--- config.mk ---
export PLATFORM = sky130hd
export DESIGN_NAME = mrf_firewall
export DESIGN_NICKNAME = d
export VERILOG_FILES = /design/src/rtl/mrf_pkg.sv /design/src/rtl/mrf_region.sv /design/src/rtl/mrf_port_check.sv /design/src/rtl/mrf_fault_rec.sv /design/src/rtl/mrf_firewall.sv
export SDC_FILE = /design/constraint.sdc
export NUM_CORES = 1
export LEC_CHECK = 0
export BUFFER_PORTS_ARGS = -buffer_cell sky130_fd_sc_hd__buf_2
export CAP_MARGIN = 15
export CORE_ASPECT_RATIO = 0.8
export CORE_MARGIN = 1
export CORE_UTILIZATION = 40
export DETAILED_ROUTE_END_ITERATION = 8
export PLACE_DENSITY = 0.6
export SETUP_SLACK_MARGIN = 0.4
export SLEW_MARGIN = 20
export SYNTH_ARGS = -nofsm -noshare
export SYNTH_HDL_FRONTEND = slang
export SYNTH_SLANG_ARGS = --single-unit
--- constraint.sdc ---
create_clock -name clk -period 5.99 [get_ports clk]
set_clock_uncertainty 0.15 [all_clocks]
set_input_delay 1.198 -clock clk [delete_from_list [all_inputs] [get_ports clk]]
set_output_delay 1.198 -clock clk [all_outputs]
set_load 0.005 [all_outputs]
--- src/rtl/mrf_pkg.sv ---
package mrf_pkg;
   localparam int NUM_CID = 8;
   localparam int CID_W   = 3;

   localparam logic [11:0] OFF_CTRL    = 12'h000;
   localparam logic [11:0] OFF_FLAGS   = 12'h008;
   localparam logic [11:0] OFF_CLEAR   = 12'h00C;
   localparam logic [11:0] OFF_P0_STAT = 12'h020;
   localparam logic [11:0] OFF_P0_ADDR = 12'h024;
   localparam logic [11:0] OFF_P1_STAT = 12'h028;
   localparam logic [11:0] OFF_P1_ADDR = 12'h02C;
   localparam logic [11:0] OFF_HWCFG   = 12'hFF0;

   localparam logic [5:0] SUB_CFG   = 6'h00;
   localparam logic [5:0] SUB_START = 6'h04;
   localparam logic [5:0] SUB_END   = 6'h08;
   localparam logic [5:0] SUB_CID   = 6'h0C;

   localparam int B_EN   = 0;
   localparam int B_SEC  = 8;
   localparam int B_ENC  = 15;
   localparam int B_PRIV = 16;
   localparam int B_RD   = 0;
   localparam int B_WR   = 16;

   function automatic logic [31:0] fault_word(input logic wr, input logic sec,
                                              input logic prv, input logic [CID_W-1:0] cid);
      return {24'h0, wr, 1'b0, prv, sec, 1'b0, cid};
   endfunction
endpackage

--- src/rtl/mrf_region.sv ---
module mrf_region #(
   parameter int FW = 20
) (
   input  logic          clk,
   input  logic          rst_n,
   input  logic          we_cfg,
   input  logic          we_lo,
   input  logic          we_hi,
   input  logic          we_cid,
   input  logic          in_en,
   input  logic          in_sec,
   input  logic          in_enc,
   input  logic [7:0]    in_priv,
   input  logic [FW-1:0] in_bound,
   input  logic [7:0]    in_rd,
   input  logic [7:0]    in_wr,
   output logic          en,
   output logic          sec,
   output logic          enc,
   output logic [7:0]    priv,
   output logic [FW-1:0] lo,
   output logic [FW-1:0] hi,
   output logic [7:0]    rd_mask,
   output logic [7:0]    wr_mask
);
   always_ff @(posedge clk or negedge rst_n) begin
      if (!rst_n) begin
         en <= 1'b0; sec <= 1'b0; enc <= 1'b0; priv <= '0;
         lo <= '0; hi <= '0; rd_mask <= '0; wr_mask <= '0;
      end else begin
         if (we_cfg) begin
            en   <= in_en;
            sec  <= in_sec;
            enc  <= in_enc & in_sec;
            priv <= in_priv;
         end
         if (we_lo)  lo <= in_bound;
         if (we_hi)  hi <= in_bound;
         if (we_cid) begin
            rd_mask <= in_rd;
            wr_mask <= in_wr;
         end
      end
   end
endmodule

--- src/rtl/mrf_port_check.sv ---
module mrf_port_check #(
   parameter int NREG = 4,
   parameter int AW   = 32,
   parameter int LSB  = 12,
   parameter int FW   = 20
) (
   input  logic [NREG-1:0]         en,
   input  logic [NREG-1:0]         sec,
   input  logic [NREG-1:0][7:0]    priv,
   input  logic [NREG-1:0][FW-1:0] lo,
   input  logic [NREG-1:0][FW-1:0] hi,
   input  logic [NREG-1:0][7:0]    rd_mask,
   input  logic [NREG-1:0][7:0]    wr_mask,
   input  logic                    valid,
   input  logic [AW-1:0]           addr,
   input  logic                    write,
   input  logic                    secure,
   input  logic                    privileged,
   input  logic [mrf_pkg::CID_W-1:0] cid,
   output logic                    grant
);
   logic [FW-1:0] field;
   logic          found;
   logic          ok;

   assign field = addr[LSB +: FW];

   always_comb begin
      found = 1'b0;
      ok    = 1'b0;
      for (int i = 0; i < NREG; i++) begin
         if (!found && en[i] && field >= lo[i] && field <= hi[i]) begin
            found = 1'b1;
            ok = (!sec[i] || secure)
               && (!priv[i][cid] || privileged)
               && (write ? wr_mask[i][cid] : rd_mask[i][cid]);
         end
      end
   end

   assign grant = valid & ok;
endmodule

--- src/rtl/mrf_fault_rec.sv ---
module mrf_fault_rec #(
   parameter int AW = 32
) (
   input  logic          clk,
   input  logic          rst_n,
   input  logic          valid,
   input  logic          grant,
   input  logic          write,
   input  logic          secure,
   input  logic          privileged,
   input  logic [mrf_pkg::CID_W-1:0] cid,
   input  logic [AW-1:0] addr,
   input  logic          clr,
   output logic          flag,
   output logic [31:0]   status,
   output logic [AW-1:0] fault_addr,
   output logic          capture
);
   assign capture = valid & ~grant & (~flag | clr);

   always_ff @(posedge clk or negedge rst_n) begin
      if (!rst_n) begin
         flag <= 1'b0; status <= '0; fault_addr <= '0;
      end else begin
         if (clr) begin
            flag <= 1'b0; status <= '0; fault_addr <= '0;
         end
         if (capture) begin
            flag       <= 1'b1;
            status     <= mrf_pkg::fault_word(write, secure, privileged, cid);
            fault_addr <= addr;
         end
      end
   end
endmodule

--- src/rtl/mrf_firewall.sv ---
module mrf_firewall #(
   parameter int NREG      = 4,
   parameter int AW        = 32,
   parameter int LSB       = 12,
   parameter int FW        = 20,
   parameter bit DUAL_PORT = 1'b1
) (
   input  logic          clk,
   input  logic          rst_n,
   input  logic          reg_we,
   input  logic [11:0]   reg_addr,
   input  logic [31:0]   reg_wdata,
   output logic [31:0]   reg_rdata,
   input  logic          p0_valid,
   input  logic [AW-1:0] p0_addr,
   input  logic          p0_write,
   input  logic          p0_secure,
   input  logic          p0_priv,
   input  logic [2:0]    p0_cid,
   output logic          p0_grant,
   input  logic          p1_valid,
   input  logic [AW-1:0] p1_addr,
   input  logic          p1_write,
   input  logic          p1_secure,
   input  logic          p1_priv,
   input  logic [2:0]    p1_cid,
   output logic          p1_grant
);
   import mrf_pkg::*;

   localparam logic [31:0] HWCFG = {8'(FW), 8'(LSB), 8'h00, 8'(NREG)};

   if (NREG < 1 || NREG > 62) begin : g_bad_nreg
      $error("NREG out of range 1..62");
   end
   if (AW > 32 || LSB + FW > AW || FW < 1) begin : g_bad_width
      $error("compare field must fit in AW, AW at most 32");
   end

   logic                    lock_q, gflag_q;
   logic [2:0]              clr_bits;
   logic [NREG-1:0]         r_en, r_sec, r_enc;
   logic [NREG-1:0][7:0]    r_priv, r_rd, r_wr;
   logic [NREG-1:0][FW-1:0] r_lo, r_hi;
   logic                    flag0, flag1, cap0, cap1;
   logic [31:0]             stat0, stat1;
   logic [AW-1:0]           fault_addr0, fault_addr1;

   assign clr_bits = (reg_we && reg_addr == OFF_CLEAR) ? reg_wdata[2:0] : 3'b000;

   for (genvar r = 0; r < NREG; r++) begin : g_reg
      logic sel;
      assign sel = reg_we && !lock_q && reg_addr[11:6] == 6'(r + 1);
      mrf_region #(.FW(FW)) u_region (
         .clk(clk), .rst_n(rst_n),
         .we_cfg(sel && reg_addr[5:0] == SUB_CFG),
         .we_lo (sel && reg_addr[5:0] == SUB_START),
         .we_hi (sel && reg_addr[5:0] == SUB_END),
         .we_cid(sel && reg_addr[5:0] == SUB_CID),
         .in_en(reg_wdata[B_EN]), .in_sec(reg_wdata[B_SEC]), .in_enc(reg_wdata[B_ENC]),
         .in_priv(reg_wdata[B_PRIV +: 8]), .in_bound(reg_wdata[LSB +: FW]),
         .in_rd(reg_wdata[B_RD +: 8]), .in_wr(reg_wdata[B_WR +: 8]),
         .en(r_en[r]), .sec(r_sec[r]), .enc(r_enc[r]), .priv(r_priv[r]),
         .lo(r_lo[r]), .hi(r_hi[r]), .rd_mask(r_rd[r]), .wr_mask(r_wr[r])
      );
   end

   mrf_port_check #(.NREG(NREG), .AW(AW), .LSB(LSB), .FW(FW)) u_chk0 (
      .en(r_en), .sec(r_sec), .priv(r_priv), .lo(r_lo), .hi(r_hi),
      .rd_mask(r_rd), .wr_mask(r_wr),
      .valid(p0_valid), .addr(p0_addr), .write(p0_write), .secure(p0_secure),
      .privileged(p0_priv), .cid(p0_cid), .grant(p0_grant)
   );
   mrf_fault_rec #(.AW(AW)) u_rec0 (
      .clk(clk), .rst_n(rst_n), .valid(p0_valid), .grant(p0_grant),
      .write(p0_write), .secure(p0_secure), .privileged(p0_priv), .cid(p0_cid),
      .addr(p0_addr), .clr(clr_bits[1]),
      .flag(flag0), .status(stat0), .fault_addr(fault_addr0), .capture(cap0)
   );

   if (DUAL_PORT) begin : g_port1
      mrf_port_check #(.NREG(NREG), .AW(AW), .LSB(LSB), .FW(FW)) u_chk1 (
         .en(r_en), .sec(r_sec), .priv(r_priv), .lo(r_lo), .hi(r_hi),
         .rd_mask(r_rd), .wr_mask(r_wr),
         .valid(p1_valid), .addr(p1_addr), .write(p1_write), .secure(p1_secure),
         .privileged(p1_priv), .cid(p1_cid), .grant(p1_grant)
      );
      mrf_fault_rec #(.AW(AW)) u_rec1 (
         .clk(clk), .rst_n(rst_n), .valid(p1_valid), .grant(p1_grant),
         .write(p1_write), .secure(p1_secure), .privileged(p1_priv), .cid(p1_cid),
         .addr(p1_addr), .clr(clr_bits[2]),
         .flag(flag1), .status(stat1), .fault_addr(fault_addr1), .capture(cap1)
      );
   end else begin : g_single
      assign p1_grant    = 1'b0;
      assign flag1       = 1'b0;
      assign stat1       = '0;
      assign fault_addr1 = '0;
      assign cap1        = 1'b0;
   end

   always_ff @(posedge clk or negedge rst_n) begin
      if (!rst_n) begin
         lock_q  <= 1'b0;
         gflag_q <= 1'b0;
      end else begin
         if (reg_we && reg_addr == OFF_CTRL && reg_wdata[0]) lock_q <= 1'b1;
         if (clr_bits[0]) gflag_q <= 1'b0;
         if (cap0 || cap1) gflag_q <= 1'b1;
      end
   end

   always_comb begin
      reg_rdata = '0;
      case (reg_addr)
         OFF_CTRL:    reg_rdata = {31'h0, lock_q};
         OFF_FLAGS:   reg_rdata = {29'h0, flag1, flag0, gflag_q};
         OFF_P0_STAT: reg_rdata = stat0;
         OFF_P0_ADDR: reg_rdata = 32'(fault_addr0);
         OFF_P1_STAT: reg_rdata = stat1;
         OFF_P1_ADDR: reg_rdata = 32'(fault_addr1);
         OFF_HWCFG:   reg_rdata = HWCFG;
         default: begin
            for (int r = 0; r < NREG; r++) begin
               if (reg_addr[11:6] == 6'(r + 1)) begin
                  case (reg_addr[5:0])
                     SUB_CFG: begin
                        reg_rdata[B_EN]         = r_en[r];
                        reg_rdata[B_SEC]        = r_sec[r];
                        reg_rdata[B_ENC]        = r_enc[r];
                        reg_rdata[B_PRIV +: 8]  = r_priv[r];
                     end
                     SUB_START: reg_rdata[LSB +: FW] = r_lo[r];
                     SUB_END:   reg_rdata[LSB +: FW] = r_hi[r];
                     SUB_CID: begin
                        reg_rdata[B_RD +: 8] = r_rd[r];
                        reg_rdata[B_WR +: 8] = r_wr[r];
                     end
                     default: reg_rdata = '0;
                  endcase
               end
            end
         end
      endcase
   end
endmodule

==> out/qor.csv <==
stage,metric,value,unit
drt,antenna_left,0,
grt,track_usage,0.3067,
setup_path,r2r_cells,13,
floorplanning,die_area,61850,sq um
synth,post_synth_and_or_nand_nor_area_fraction,0.1024,
timing,setup_violations,0,
timing,tns,0,ns
timing,layout_setup_ws,0.4840,ns
pwr,pwr-share-comb,0.103,
setup_path,worst_path_max_delay_cell,a21oi_1,
synth,avgSynthCellArea,9.564,sq um
setup_path,path_depth,13,
pwr,intPower,0.004076,W
setup_path,path_cells,buf_2 > inv_1 > buf_4 > ha_1 > nand2b_1 > a21o_1 > a211o_1 > a21oi_1 > o211ai_1 > o211ai_1 > o211ai_2 > a21boi_0 > buf_2,
floorplanning,ioPinCount,159,
synth,ys.flop_type,dfrtp_1,
floorplanning,die_w,277.8,um
placed_design,place_ws,0.4775,ns
synth,synth_top_family_by_area,compound AO/OA/AOI/OAI gates,
clock_network,h-tree-depth,2,
synth,ys_ff_latch,348,
timing,period_minus_slack,5.506,ns
floorplanning,initial_core_util,0.4066,
grt,grt_overflow,0,
clock_network,clockBufferDepth,3,
clock_network,cts_hold_buf,0,
timing,timing_hold_violations_final,0,
synth,synth_cells,2545,
drt,drtIter0Drc,2707,
clock_network,cts_num_sinks,348,
final_layout,area_growth,13.54,%
setup_path,cp_top_family,compound AO/OA/AOI/OAI gates,
setup_path,worstReg2RegStart,g_reg[1].u_region.lo[10],
final_layout,nets,3137,
synth,synth_edf_count,0,
setup_path,cp_max_fo,6,
drt,route.detailed.drc,0,
synth,synth_area,24340,sq um
timing,period_share,0.9192,
timing,holdWs,0.3379,ns
clock_network,post_cts_buffers,0,
final_layout,fin_cells,3501,
flow_run,maxCapViolations,0,
setup_path,timing.rr.end,g_port1.u_rec1.fault_addr[15],
drt,wl_per_cell,27.26,um
pwr,vdd_ir_drop_max,0.0001675,V
drt,vias,21880,
pwr,p_sw,0.001496,W
run_status,status,"finished, final reports clean",
setup_path,rrSetupSlack,2.05,ns
grt,antenna_found_initial,4,
pwr,sw_frac_of_total,0.2685,
synth,synth-adder-area-share,0.1645,
synth,ys_async_sr_fraction,1.000,
synth,synthXorXnorAreaFrac,0,
synth,synth_compound_area_frac,0.2036,
floorplanning,rows,80,
placed_design,place_congestion,0.9902,
drt,routed_wl,95.42,mm
grt,grt_pass1_vias,21150,
timing,slew_headroom,0.3543,
setup_path,cp-end-kind,output pin,
drt,viasPerCell,6.249,
pwr,p_seq_frac,0.443,
setup_path,cp.arrival,4.16,ns
grt,grt_max_degree,149,
clock_network,cts_tree,done,
synth,ys_seq_area_frac,0.3578,
floorplanning,core,59860,sq um
pwr,powerDensity,201.6,nW/um^2
floorplanning,fp.dieH,222.6,um
clock_network,clock_latency,0.59,ns
timing,worst_pin_slew,0.9685,ns
clock_network,path_clk_slew,0.06,ns
synth,synth_cell_types,74,
clock_network,cts_buffers,40,
placed_design,hpwl,72.87,mm
setup_path,start_kind,primary input,
pwr,p_leak,14.09,nW
final_layout,drive_gt1_frac,0.1695,
synth,synth_mux_area_frac,0.1110,
placed_design,dp_cells,3429,
setup_path,crit_start,p1_addr[12],
timing,slew_violations,0,
hold_path,hp-class,primary input to asynchronous set/reset pin,
placed_design,io_buffers,155,
synth,yosys_warnings,0,
clock_network,clockRootBuffer,clkbuf_16,
final_layout,fin_util,0.4617,
grt,grt_pass1_wl,140.7,mm
synth,synth_fp_nets,2990,
setup_path,cp_slowest_stage_delay,0.46,ns
pwr,power_frac_clock,0.454,
timing,rsz0062_at_grt,no,
setup_path,cp-endpoint,p1_grant,
timing,max_freq,181.6,MHz
setup_path,cp.required,4.64,ns
setup_path,worst-setup-path-type,primary input to output pin,
drt,dr.pass1.iters,8,
setup_path,crit_buf_inv,4,
## power groups by stage
stage / Combinational (W) / Clock [W] / Sequential [W]
final: 0.000573 / 0.00253 / 0.00247
after global routing: 0.000626 / 0.00266 / 0.00248
after CTS: 0.000564 / 0.00257 / 0.00247
after detailed placement: 0.000562 / 0 / 0.00251
after global placement: 0.000543 / 0 / 0.00251
after floorplan: 0.000276 / 0 / 0.00249
## placed cells by master, fill, tap and decap left out, types with 36 or more instances in the layout
| cell type | n |
|---|---|
| o21ai_0 | 223 |
| nand4_1 | 38 |
| ha_1 | 320 |
| a21o_1 | 50 |
| nand2_1 | 299 |
| buf_4 | 86 |
| a21oi_1 | 151 |
| inv_1 | 209 |
| mux2_2 | 89 |
| a22oi_1 | 58 |
| buf_2 | 154 |
| dfrtp_1 | 348 |
| clkbuf_16 | 40 |
| a22o_1 | 44 |
| nor2_1 | 52 |
| a222oi_1 | 36 |
| mux2i_1 | 73 |
## layer usage
| layer | share of wire | track usage | routed length, um |
|---|---|---|---|
| met5 | 0 | 0 | 0 |
| met2 | 0.42 | 0.4511 | 40330 |
| met1 | 0.45 | 0.4536 | 42770 |
| met4 | 0.023 | 0.07788 | 2208 |
| met3 | 0.11 | 0.06435 | 10120 |
## per-stage QoR
stage,power (W),cell area (sq um)
final,0.005572,27640
after global routing,0.005758,27640
after CTS,0.005599,27610
after detailed placement,0.003071,26290
after global placement,0.003050,26290
after floorplan,0.002770,24340
## Yosys cell counts, types with 27 or more instances
cell type / n / area (sq um)
a21o_1: 50 / 375.4
a21oi_1: 151 / 755.7
a221oi_1: 33 / 289.0
a222oi_1: 36 / 360.4
a22o_1: 44 / 385.4
a22oi_1: 58 / 435.4
buf_2: 27 / 135.1
clkbuf_1: 93 / 349.1
dfrtp_1: 348 / 8708
ha_1: 320 / 4004
inv_1: 209 / 784.5
mux2_1: 34 / 382.9
mux2_2: 89 / 1002
mux2i_1: 73 / 730.7
nand2_1: 300 / 1126
nand3_1: 34 / 170.2
nand4_1: 38 / 237.7
nor2_1: 59 / 221.5
nor3_1: 36 / 180.2
o21ai_0: 223 / 1116
o22ai_1: 33 / 206.5
## flip-flops by register name, summed over array words and instances, names as in the netlist, 32 cells and up
signal and cells:
g_port1.u_rec1.fault_addr 32, g.u_region.wr_mask 32, g.u_region.lo 80, g.u_region.rd_mask 32, u_rec0.fault_addr 32, g.u_region.hi 80, g.u_region.priv 32
## final cells by class
type	count	area, sq um
fillers	5715	32220
well taps	779	974.7
diodes	2	5.005
clock buffers	55	1137
flip-flops and latches	348	8708
inverters	211	792.0
repair buffers	248	1572
clock inverters	15	186.4
multi-input cells	1843	14260
## repair_timing
action / in CTS / in global routing
gates resized for setup: 0 / 2
endpoints found under the hold margin: 0 / 0
setup endpoints to repair: 0 / 2
## logic make-up after synthesis
logic type / Yosys count
flip-flops: 348
adder cells (fa/ha/maj): 320
multiplexers: 222
AND/OR/NAND/NOR: 544
AO/OA/AOI/OAI: 757
buffers and inverters: 354
## how the worst min path moves through the flow
stage               startpoint                      end  depth (start not counted)  slack, ns
global route             rst_n  g_reg[2].u_region.lo[6]                          1       0.34
detailed placement      lock_q                   lock_q                          1       0.32
floorplan               lock_q                   lock_q                          1       0.31
CTS                      rst_n  g_reg[2].u_region.lo[7]                          1       0.32
global placement        lock_q                   lock_q                          1       0.32
finish                   rst_n  g_reg[2].u_region.lo[7]                          1       0.34
No activity file was read; power rests on OpenSTA's default activity.
